`src/rtl/bank_remap_pkg.sv`:
```
package bank_remap_pkg;
    typedef enum logic [1:0] {
        MODE_REAL   = 2'b00,
        MODE_USER   = 2'b01,
        MODE_KERNEL = 2'b10,
        MODE_INTR   = 2'b11
    } mode_e;

    localparam logic [1:0] CYC_IDLE = 2'b00;

    localparam logic [1:0] RA_IBANK = 2'd0;
    localparam logic [1:0] RA_KBANK = 2'd1;
    localparam logic [1:0] RA_UBANK = 2'd2;
    localparam logic [1:0] RA_CTRL  = 2'd3;
endpackage

```
`src/rtl/bank_mode_fsm.sv`:
```
module bank_mode_fsm
    import bank_remap_pkg::*;
(
    input  logic  clk,
    input  logic  rst_n,
    input  logic  vec_pull,
    input  logic  ubank_wr,
    input  logic  ctrl_wr,
    output mode_e state
);
    mode_e state_nx;

    always_ff @(posedge clk) begin
        if (!rst_n) state <= MODE_REAL;
        else        state <= state_nx;
    end

    always_comb begin
        state_nx = state;
        unique case (state)
            MODE_REAL: begin
                if (ubank_wr) state_nx = MODE_USER;
            end
            MODE_USER: begin
                if (vec_pull) state_nx = MODE_INTR;
            end
            MODE_KERNEL: begin
                if (vec_pull)      state_nx = MODE_INTR;
                else if (ubank_wr) state_nx = MODE_USER;
            end
            MODE_INTR: begin
                if (vec_pull)      state_nx = MODE_INTR;
                else if (ubank_wr) state_nx = MODE_USER;
                else if (ctrl_wr)  state_nx = MODE_KERNEL;
            end
            default: state_nx = MODE_REAL;
        endcase
    end

    AST_VPULL_INTR: assert property (@(posedge clk) disable iff (!rst_n)
        vec_pull && (state == MODE_USER || state == MODE_KERNEL) |=> state == MODE_INTR);
    AST_REAL_STAYS: assert property (@(posedge clk) disable iff (!rst_n)
        vec_pull && state == MODE_REAL |=> state == MODE_REAL);
    AST_UBANK_TO_USER: assert property (@(posedge clk) disable iff (!rst_n)
        ubank_wr && !vec_pull |=> state == MODE_USER);
endmodule

```
`src/rtl/bank_ctl_regs.sv`:
```
module bank_ctl_regs
    import bank_remap_pkg::*;
#(
    parameter int PBANK_W = 4,
    parameter int REG_W   = 8,
    parameter int EN_BIT  = 7,
    parameter int ALT_BIT = 6
) (
    input  logic               clk,
    input  logic               rst_n,
    input  mode_e              state,
    input  logic               irq_take,
    input  logic               nmi_take,
    input  logic               reg_wr,
    input  logic [1:0]         reg_addr,
    input  logic [REG_W-1:0]   reg_wdata,
    output logic [PBANK_W-1:0] ubank,
    output logic [PBANK_W-1:0] kbank,
    output logic [REG_W-1:0]   ctrl,
    output logic [REG_W-1:0]   rdata,
    output logic               ubank_wr,
    output logic               ctrl_wr,
    output logic               violation
);
    localparam logic [REG_W-1:0] CTRL_MASK =
        REG_W'((1 << EN_BIT) | (1 << ALT_BIT) | ((1 << PBANK_W) - 1));
    localparam int PAD_W = REG_W - PBANK_W;

    logic [PBANK_W-1:0] ibank_q;
    logic               kset_q;
    logic               wr_ok;
    logic               capture;
    logic [PBANK_W-1:0] ctx_bank;

    assign wr_ok    = reg_wr && (state != MODE_USER);
    assign ubank_wr = wr_ok && (reg_addr == RA_UBANK);
    assign ctrl_wr  = wr_ok && (reg_addr == RA_CTRL);
    assign capture  = irq_take || nmi_take;

    always_comb begin
        unique case (state)
            MODE_USER:   ctx_bank = ubank;
            MODE_KERNEL: ctx_bank = kbank;
            MODE_INTR:   ctx_bank = kbank;
            default:     ctx_bank = '0;
        endcase
    end

    always_ff @(posedge clk) begin
        if (!rst_n) begin
            ibank_q   <= '0;
            kbank     <= '0;
            kset_q    <= 1'b0;
            ubank     <= '0;
            ctrl      <= '0;
            violation <= 1'b0;
        end else begin
            violation <= reg_wr && (state == MODE_USER);
            if (capture)
                ibank_q <= ctx_bank;
            else if (wr_ok && reg_addr == RA_IBANK)
                ibank_q <= reg_wdata[PBANK_W-1:0];
            if (wr_ok && reg_addr == RA_KBANK && !kset_q) begin
                kbank  <= reg_wdata[PBANK_W-1:0];
                kset_q <= 1'b1;
            end
            if (ubank_wr) ubank <= reg_wdata[PBANK_W-1:0];
            if (ctrl_wr)  ctrl  <= reg_wdata & CTRL_MASK;
        end
    end

    always_comb begin
        rdata = '0;
        if (state != MODE_USER) begin
            unique case (reg_addr)
                RA_IBANK: rdata = {{PAD_W{1'b0}}, ibank_q};
                RA_KBANK: rdata = {{PAD_W{1'b0}}, kbank};
                RA_UBANK: rdata = {{PAD_W{1'b0}}, ubank};
                RA_CTRL:  rdata = ctrl;
                default:  rdata = '0;
            endcase
        end
    end

    AST_USER_WR_FLAG: assert property (@(posedge clk) disable iff (!rst_n)
        reg_wr && state == MODE_USER |=> violation);
    AST_USER_WR_IGNORED: assert property (@(posedge clk) disable iff (!rst_n)
        reg_wr && state == MODE_USER |=> $stable(ubank) && $stable(kbank) && $stable(ctrl));
    AST_KBANK_ONCE: assert property (@(posedge clk) disable iff (!rst_n)
        kset_q |=> $stable(kbank));
    AST_USER_RD_ZERO: assert property (@(posedge clk) disable iff (!rst_n)
        state == MODE_USER |-> rdata == '0);
endmodule

```
`src/rtl/bank_remap_path.sv`:
```
module bank_remap_path
    import bank_remap_pkg::*;
#(
    parameter int LBANK_W = 8,
    parameter int PBANK_W = 4,
    parameter int REG_W   = 8,
    parameter int EN_BIT  = 7,
    parameter int ALT_BIT = 6
) (
    input  mode_e              state,
    input  logic [1:0]         cyc_type,
    input  logic [LBANK_W-1:0] log_bank,
    input  logic               vec_pull,
    input  logic [PBANK_W-1:0] ubank,
    input  logic [PBANK_W-1:0] kbank,
    input  logic [REG_W-1:0]   ctrl,
    output logic [PBANK_W-1:0] phys_bank,
    output logic               fault
);
    localparam int PAD_W = LBANK_W - PBANK_W;

    logic               valid;
    logic               zero_bank;
    logic               own_bank;
    logic               remap_en;
    logic [PBANK_W-1:0] kern_tgt;

    assign valid     = (cyc_type != CYC_IDLE);
    assign zero_bank = (log_bank == '0);
    assign own_bank  = (log_bank == {{PAD_W{1'b0}}, ubank});
    assign remap_en  = ctrl[EN_BIT];
    assign kern_tgt  = ctrl[ALT_BIT] ? ctrl[PBANK_W-1:0] : kbank;

    always_comb begin
        phys_bank = log_bank[PBANK_W-1:0];
        fault     = 1'b0;
        if (!valid) begin
            phys_bank = '0;
        end else if (!vec_pull) begin
            unique case (state)
                MODE_USER: begin
                    if (zero_bank) begin
                        phys_bank = remap_en ? ubank : '0;
                    end else if (!own_bank) begin
                        phys_bank = ubank;
                        fault     = 1'b1;
                    end
                end
                MODE_KERNEL: begin
                    if (zero_bank && remap_en) phys_bank = kern_tgt;
                end
                MODE_REAL: ;
                MODE_INTR: ;
                default: ;
            endcase
        end
    end
endmodule

```
`src/rtl/bank_remap_ctl.sv`:
```
module bank_remap_ctl
    import bank_remap_pkg::*;
#(
    parameter int LBANK_W = 8,
    parameter int PBANK_W = 4,
    parameter int REG_W   = 8,
    parameter int EN_BIT  = 7,
    parameter int ALT_BIT = 6
) (
    input  logic               clk,
    input  logic               rst_n,
    input  logic [1:0]         cyc_type,
    input  logic [LBANK_W-1:0] log_bank,
    input  logic               vec_pull,
    input  logic               irq_take,
    input  logic               nmi_take,
    input  logic               reg_wr,
    input  logic [1:0]         reg_addr,
    input  logic [REG_W-1:0]   reg_wdata,
    output logic [PBANK_W-1:0] phys_bank,
    output logic [1:0]         mode,
    output logic [REG_W-1:0]   reg_rdata,
    output logic               abort_req,
    output logic               priv_violation
);
    mode_e              state;
    logic [PBANK_W-1:0] ubank;
    logic [PBANK_W-1:0] kbank;
    logic [REG_W-1:0]   ctrl;
    logic               ubank_wr;
    logic               ctrl_wr;

    bank_mode_fsm u_fsm (
        .clk      (clk),
        .rst_n    (rst_n),
        .vec_pull (vec_pull),
        .ubank_wr (ubank_wr),
        .ctrl_wr  (ctrl_wr),
        .state    (state)
    );

    bank_ctl_regs #(
        .PBANK_W (PBANK_W), .REG_W (REG_W), .EN_BIT (EN_BIT), .ALT_BIT (ALT_BIT)
    ) u_regs (
        .clk       (clk),
        .rst_n     (rst_n),
        .state     (state),
        .irq_take  (irq_take),
        .nmi_take  (nmi_take),
        .reg_wr    (reg_wr),
        .reg_addr  (reg_addr),
        .reg_wdata (reg_wdata),
        .ubank     (ubank),
        .kbank     (kbank),
        .ctrl      (ctrl),
        .rdata     (reg_rdata),
        .ubank_wr  (ubank_wr),
        .ctrl_wr   (ctrl_wr),
        .violation (priv_violation)
    );

    bank_remap_path #(
        .LBANK_W (LBANK_W), .PBANK_W (PBANK_W), .REG_W (REG_W),
        .EN_BIT (EN_BIT), .ALT_BIT (ALT_BIT)
    ) u_path (
        .state     (state),
        .cyc_type  (cyc_type),
        .log_bank  (log_bank),
        .vec_pull  (vec_pull),
        .ubank     (ubank),
        .kbank     (kbank),
        .ctrl      (ctrl),
        .phys_bank (phys_bank),
        .fault     (abort_req)
    );

    assign mode = state;

    AST_PRIV_NO_ABORT: assert property (@(posedge clk) disable iff (!rst_n)
        state != MODE_USER |-> !abort_req);
    AST_IDLE_QUIET: assert property (@(posedge clk) disable iff (!rst_n)
        cyc_type == CYC_IDLE |-> (phys_bank == '0 && !abort_req));
    AST_USER_CONFINED: assert property (@(posedge clk) disable iff (!rst_n)
        state == MODE_USER && cyc_type != CYC_IDLE && !vec_pull && log_bank != '0
        |-> phys_bank == ubank);
    AST_VPULL_PASS: assert property (@(posedge clk) disable iff (!rst_n)
        vec_pull && cyc_type != CYC_IDLE |-> phys_bank == log_bank[PBANK_W-1:0] && !abort_req);
endmodule

```
`config.mk`:
```
export PLATFORM = sky130hd
export DESIGN_NAME = bank_remap_ctl
export DESIGN_NICKNAME = d
export VERILOG_FILES = /design/src/rtl/bank_remap_pkg.sv /design/src/rtl/bank_mode_fsm.sv /design/src/rtl/bank_ctl_regs.sv /design/src/rtl/bank_remap_path.sv /design/src/rtl/bank_remap_ctl.sv
export SDC_FILE = /design/constraint.sdc
export NUM_CORES = 1
export LEC_CHECK = 0
export BUFFER_PORTS_ARGS = -buffer_cell sky130_fd_sc_hd__buf_2
export CAP_MARGIN = 20
export CORE_MARGIN = 5
export CORE_UTILIZATION = 40
export DETAILED_ROUTE_END_ITERATION = 10
export PLACE_DENSITY = 0.62
export RECOVER_POWER = 100
export SYNTH_ARGS = -nofsm -noshare
export SYNTH_HDL_FRONTEND = slang
export SYNTH_SLANG_ARGS = --single-unit
```
`constraint.sdc`:
```
create_clock -name clk -period 2.3 [get_ports clk]
set_clock_uncertainty 0.1 [all_clocks]
set_input_delay 0.23 -clock clk [delete_from_list [all_inputs] [get_ports clk]]
set_output_delay 0.23 -clock clk [all_outputs]
set_load 0.005 [all_outputs]
```
* Word level (Yosys, flattened, before mapping)
Index checks and enable logic that the tools add are counted.
** Cells by class
- Muxes and demuxes :: 25
- Equality and inequality tests :: 10
- Reductions and logical operators :: 17
** Operators with widths (number)
- 4-bit two-way mux :: 9
- 8-bit case mux with 4 select lines :: 1
- 4-bit case mux with 2 select lines :: 2
- 2-bit two-way mux :: 6
- 2-bit equality test (second input constant) :: 4
- 8-bit by 4-bit equality test with 1-bit output :: 1
- 1-bit logical AND :: 8
- 8-bit zero test :: 1
- 8-bit two-way mux :: 1
- 2-bit case mux with 4 select lines :: 1
- 1-bit two-way mux :: 5
- 2-bit by 1-bit equality test with 1-bit output (second input constant) :: 2
- 2-bit zero test :: 2
- 4-bit by 3-bit != test with 1-bit output (second input constant) :: 1
- 2-bit nonzero test :: 2
- 2-bit by 1-bit != test with 1-bit output (second input constant) :: 1
- 2-bit != test (second input constant) :: 1
- 2-bit AND reduction :: 1
- 2-bit OR reduction :: 1
- 1-bit zero test :: 1
- 1-bit logical OR :: 1
** Word-level totals
- Register bits after elaboration :: 22
- Logic and storage cells :: 59
- Output and inout bits :: 16
- Bits of input ports :: 26

* Longest topological paths before layout
- Word-level depth :: 7
- Mapped depth :: 8
- Mapped depth without buffers :: 6

* By module
Synthesis repeated with hierarchy kept, for this count alone.
** Unflattened totals
- Cells, all modules :: 196
- Area total of the unflattened synthesis :: 1639.1 um2
** By module, submodules not included
- bank_ctl_regs :: area an instance 1169.9 um2, times used 1, cells each 129
- bank_remap_path :: area an instance 390.4 um2, times used 1, cells each 58
- bank_mode_fsm :: area an instance 78.8 um2, times used 1, cells each 9

* Worst setup path before layout
Ideal clock, no wire load.
- Path kind :: flip-flop to output port
- Start :: register u_fsm.state[1]
- End :: output port phys_bank[0]
- Stages on the path, launching flop included :: 7
- Arrival time :: 1.574 ns
- Required time :: 1.970 ns
- Path slack :: 0.396 ns
- Cell sequence :: dfxtp_1 -> inv_1 -> ha_1 -> clkbuf_1 -> inv_1 -> a2111oi_0 -> a31o_2
** Between the ends
- Longest elaborated chain between the ends :: 4
** RTL lines
- start, declared :: line bank_mode_fsm.sv:9 : output mode_e state
- start signal, assigned :: line bank_mode_fsm.sv:15 : else state <= state_nx;
- 2-bit equality test or 2-bit by 1-bit equality test with 1-bit output (tied branches) :: line bank_remap_path.sv:40 : unique case (state)
- 4-bit case mux with 2 select lines * :: line bank_remap_path.sv:40
- 4-bit two-way mux * :: line bank_remap_path.sv:39 : end else if (!vec_pull) begin
- 4-bit two-way mux * :: line bank_remap_path.sv:37 : if (!valid) begin
- end, declared :: line bank_remap_ctl.sv:20 : output logic [PBANK_W-1:0] phys_bank,
Every way passes the cells marked *; elsewhere a longest branch is shown, timed or not.

* Worst setup path after layout
Same ends and word-level chain as after synthesis.

==> results.py <==
metrics = {
    "cts": {
        "cts_sinks": 22,
        "cts-root-buf": "clkbuf_8",
        "clock_latency_ns": 0.27,
        "clockBufferDepth": 2,
        "cts_buffers": 3,
        "clk_pin_slew_ns": 0.08,
        "cts_hold_buf": 0,
        "h-tree-depth": 1,
        "cts_tree": "yes",
    },
    "power_and_ir_drop": {
        "peakVddDrop_v": 0.000423,
        "powerDensity_nw_per_um2": 523,
        "p_leak_nw": 0.694,
    },
    "logic_synthesis": {
        "synth_top_area_share_pct": 29.5,
        "synth_top_area_cell": "dfxtp_1",
        "yosys-top-cells-area": "dfxtp_1 (30%), nand2_1 (6.8%), a21oi_1 (6.4%), mux4_2 (6.0%), nor2_1 (3.8%)",
        "synth_most_common_cell": "nand2_1",
        "ys_ff_latch": 22,
        "ys.flop_type": "dfxtp_1",
        "syn_avg_cell_area_um2": 7.89,
        "synthArstFlopShare_pct": 0,
        "synth_edf_count": 0,
        "syn_inst": 189,
        "synthTopCellsByCount": "nand2_1 (27), dfxtp_1 (22), a21oi_1 (19)",
        "synth_area_um2": 1490,
        "yosysSeqAreaShare_pct": 29.5,
        "synth_cell_types": 38,
        "synth_warnings": 0,
    },
    "placement": {
        "gp_congestion": 0.915,
        "placed_cell_area_um2": 1780,
        "dpl.hpwl_um": 3250,
        "io_buffers": 37,
    },
    "route": {
        "vias": 1540,
        "drc_errors": 0,
        "drtIter0Drc": 79,
        "drt-pass1-iter-count": 4,
        "ant_nets": 0,
        "viasPerCell": 5.50,
        "drt_wl_total_um": 4300,
        "routedWlPerCell_um": 15.4,
    },
    "critical_path": {
        "cp-end-kind": "output port",
        "crit_chain": "inv_1 -> ha_1 -> nor2b_2 -> nor2_1 -> a2111oi_2 -> a31o_2 -> buf_2",
        "cp_max_fo": 2,
        "crit_type": "reg -> out",
        "crit_path_end": "phys_bank[0]",
        "arrival_ns": 1.84,
        "slowest_delay_ns": 0.34,
        "path_depth": 7,
        "crit_required_ns": 1.97,
        "critPathTopFamily": "compound AO/OA/AOI/OAI gates",
        "r2r-end": "u_regs.ibank_q[0]$_SDFFE_PN0P_",
        "rrSetupSlack_ns": 0.26,
        "r2r-start": "u_fsm.state[0]$_SDFFE_PN0P_",
        "crit_start": "u_fsm.state[1]$_SDFFE_PN0P_",
        "start_kind": "flip-flop",
        "worst_r2r_path_depth": 7,
        "cp_slowest_cell": "dfxtp_1",
        "critPathBufInv": 2,
    },
    "floorplanning": {
        "die_h_um": 71.1,
        "core-area_um2": 3630,
        "chipWidth_um": 71.1,
        "dieArea_um2": 5050,
        "rows": 22,
        "ios": 42,
        "initial_utilization_pct": 41.0,
    },
    "sta": {
        "grt_setup_unrepaired": "false",
        "hold_violations": 0,
        "setup_violations": 0,
        "worst_slew_pin_slew_ns": 0.618,
        "slew_viol_final": 0,
        "finalSetupTns_ns": 0,
        "slew_headroom_pct": 58.6,
        "final.min_clock_period_ns": 2.17,
        "fmax_mhz": 461,
        "min_period_over_period_pct": 94.2,
    },
    "layout": {
        "area_growth_syn_to_layout_pct": 23.4,
        "nFillCells": 394,
        "n_antenna_cell": 0,
        "regArea_um2": 443,
        "drive_above_1_share_pct": 25.9,
        "finalInstanceArea_um2": 1840,
        "multi_input_area_um2": 983,
        "nNetsFinal": 263,
    },
    "global_routing": {
        "grt_pass1_wl_um": 7180,
        "first_global_vias": 1457,
        "antenna_found_initial": 0,
        "grt_start_max_net_pins": 23,
        "overflow": 0,
        "track_usage_pct": 17.3,
    },
    "status": {
        "status": "completed",
    },
    "worst_hold_path": {
        "holdCritPathClass": "in -> reg",
    },
    "run": {
        "max-cap-violations": 0,
    },
}
[state kept, by name (all words and copies together), names as in the netlist]
name              count
u_regs.kset_q         1
u_regs.ctrl           6
u_regs.kbank          4
u_regs.ibank_q        4
u_regs.ubank          4
u_regs.violation      1
u_fsm.state           2
[per-stage QoR]
stage | hold WS, ns | instances | utilization, % | setup slack, ns | power [mW]
floorplan | 0.266 | 190 | - | 0.396 | 0.522
global placement | 0.362 | 275 | 48.9 | 0.195 | 0.598
detailed placement | 0.364 | 275 | 48.9 | 0.190 | 0.599
CTS | 0.102 | 279 | 50.9 | 0.0100 | 0.971
global route | 0.110 | 280 | 50.7 | 0.00906 | 1.00
finish | 0.100 | 280 | 50.7 | 0.133 | 0.962
[routing by layer]
layer / global-route usage [%] / routed length [um] / part of all wire [%]
met5: 0 / 0 / 0
met4: 4.80 / 42 / 0.98
met3: 4.69 / 278 / 6.5
met2: 27.0 / 1900 / 44
met1: 23.4 / 2080 / 48
[layout by cell type, fill, tap and decap left out, drive strengths merged, types with 7 or more instances in the layout]
master / instances
buf: 39
nand2: 27
dfxtp: 22
a21oi: 19
nor2: 15
clkbuf: 14
o21ai: 9
inv: 7
nand3: 7
nor3: 7
and2: 7
[where the power goes]
group / switching (mW) / internal [mW] / total, mW
Clock: 0.141 / 0.233 / 0.374
Combinational: 0.100 / 0.0791 / 0.179
Sequential: 0.0134 / 0.396 / 0.409
Total: 0.254 / 0.708 / 0.962
[cell families (layout without fill, tap and decap cells)]
group / Yosys count / count (layout) / synth area share, %
adder cells (fa/ha/maj): 4 / 4 / 3.36
other: 1 / 2 / 0.251
buffers and inverters: 19 / 61 / 5.29
AO/OA/AOI/OAI: 53 / 53 / 24.3
AND/OR/NAND/NOR: 78 / 78 / 25.8
multiplexers: 8 / 8 / 9.06
flip-flops: 22 / 22 / 29.5
XOR/XNOR: 4 / 4 / 2.35
[worst min-delay path by stage]
stage          cells past startpoint                         from  slack, ns                      endpoint
2_1_floorplan                      2                 reg_wdata[2]       0.27  u_regs.ubank[2]$_SDFFE_PN0P_
6_report                           3                 reg_wdata[7]       0.10   u_regs.ctrl[7]$_SDFFE_PN0P_
5_1_grt                            3                 reg_wdata[7]       0.11   u_regs.ctrl[7]$_SDFFE_PN0P_
4_1_cts                            3                 reg_wdata[6]       0.10   u_regs.ctrl[6]$_SDFFE_PN0P_
3_3_place_gp                       2  u_regs.ctrl[3]$_SDFFE_PN0P_       0.36   u_regs.ctrl[3]$_SDFFE_PN0P_
3_5_place_dp                       2  u_regs.ctrl[3]$_SDFFE_PN0P_       0.36   u_regs.ctrl[3]$_SDFFE_PN0P_
[tightest hold or removal path: stages]
cell     delay, ns
buf_2         0.09
nand3_1       0.05
a21oi_1       0.05
[cell type report]
type | instances | area share, %
well taps | 48 | 3.26
multi-input cells | 149 | 53.4
clock inverters | 1 | 1.63
repair buffers | 50 | 13.9
flip-flops and latches | 22 | 24.1
clock buffers | 3 | 2.24
inverters | 7 | 1.43
[timing repair]
item | 4_1_cts | 5_1_grt
pin swaps | 0 | 1
endpoints found under the setup margin | 1 | 2
gates resized for setup | 1 | 6
endpoints found under the hold margin | 0 | 0
setup buffers | 0 | 1
Power figures use the tool's default switching activity.
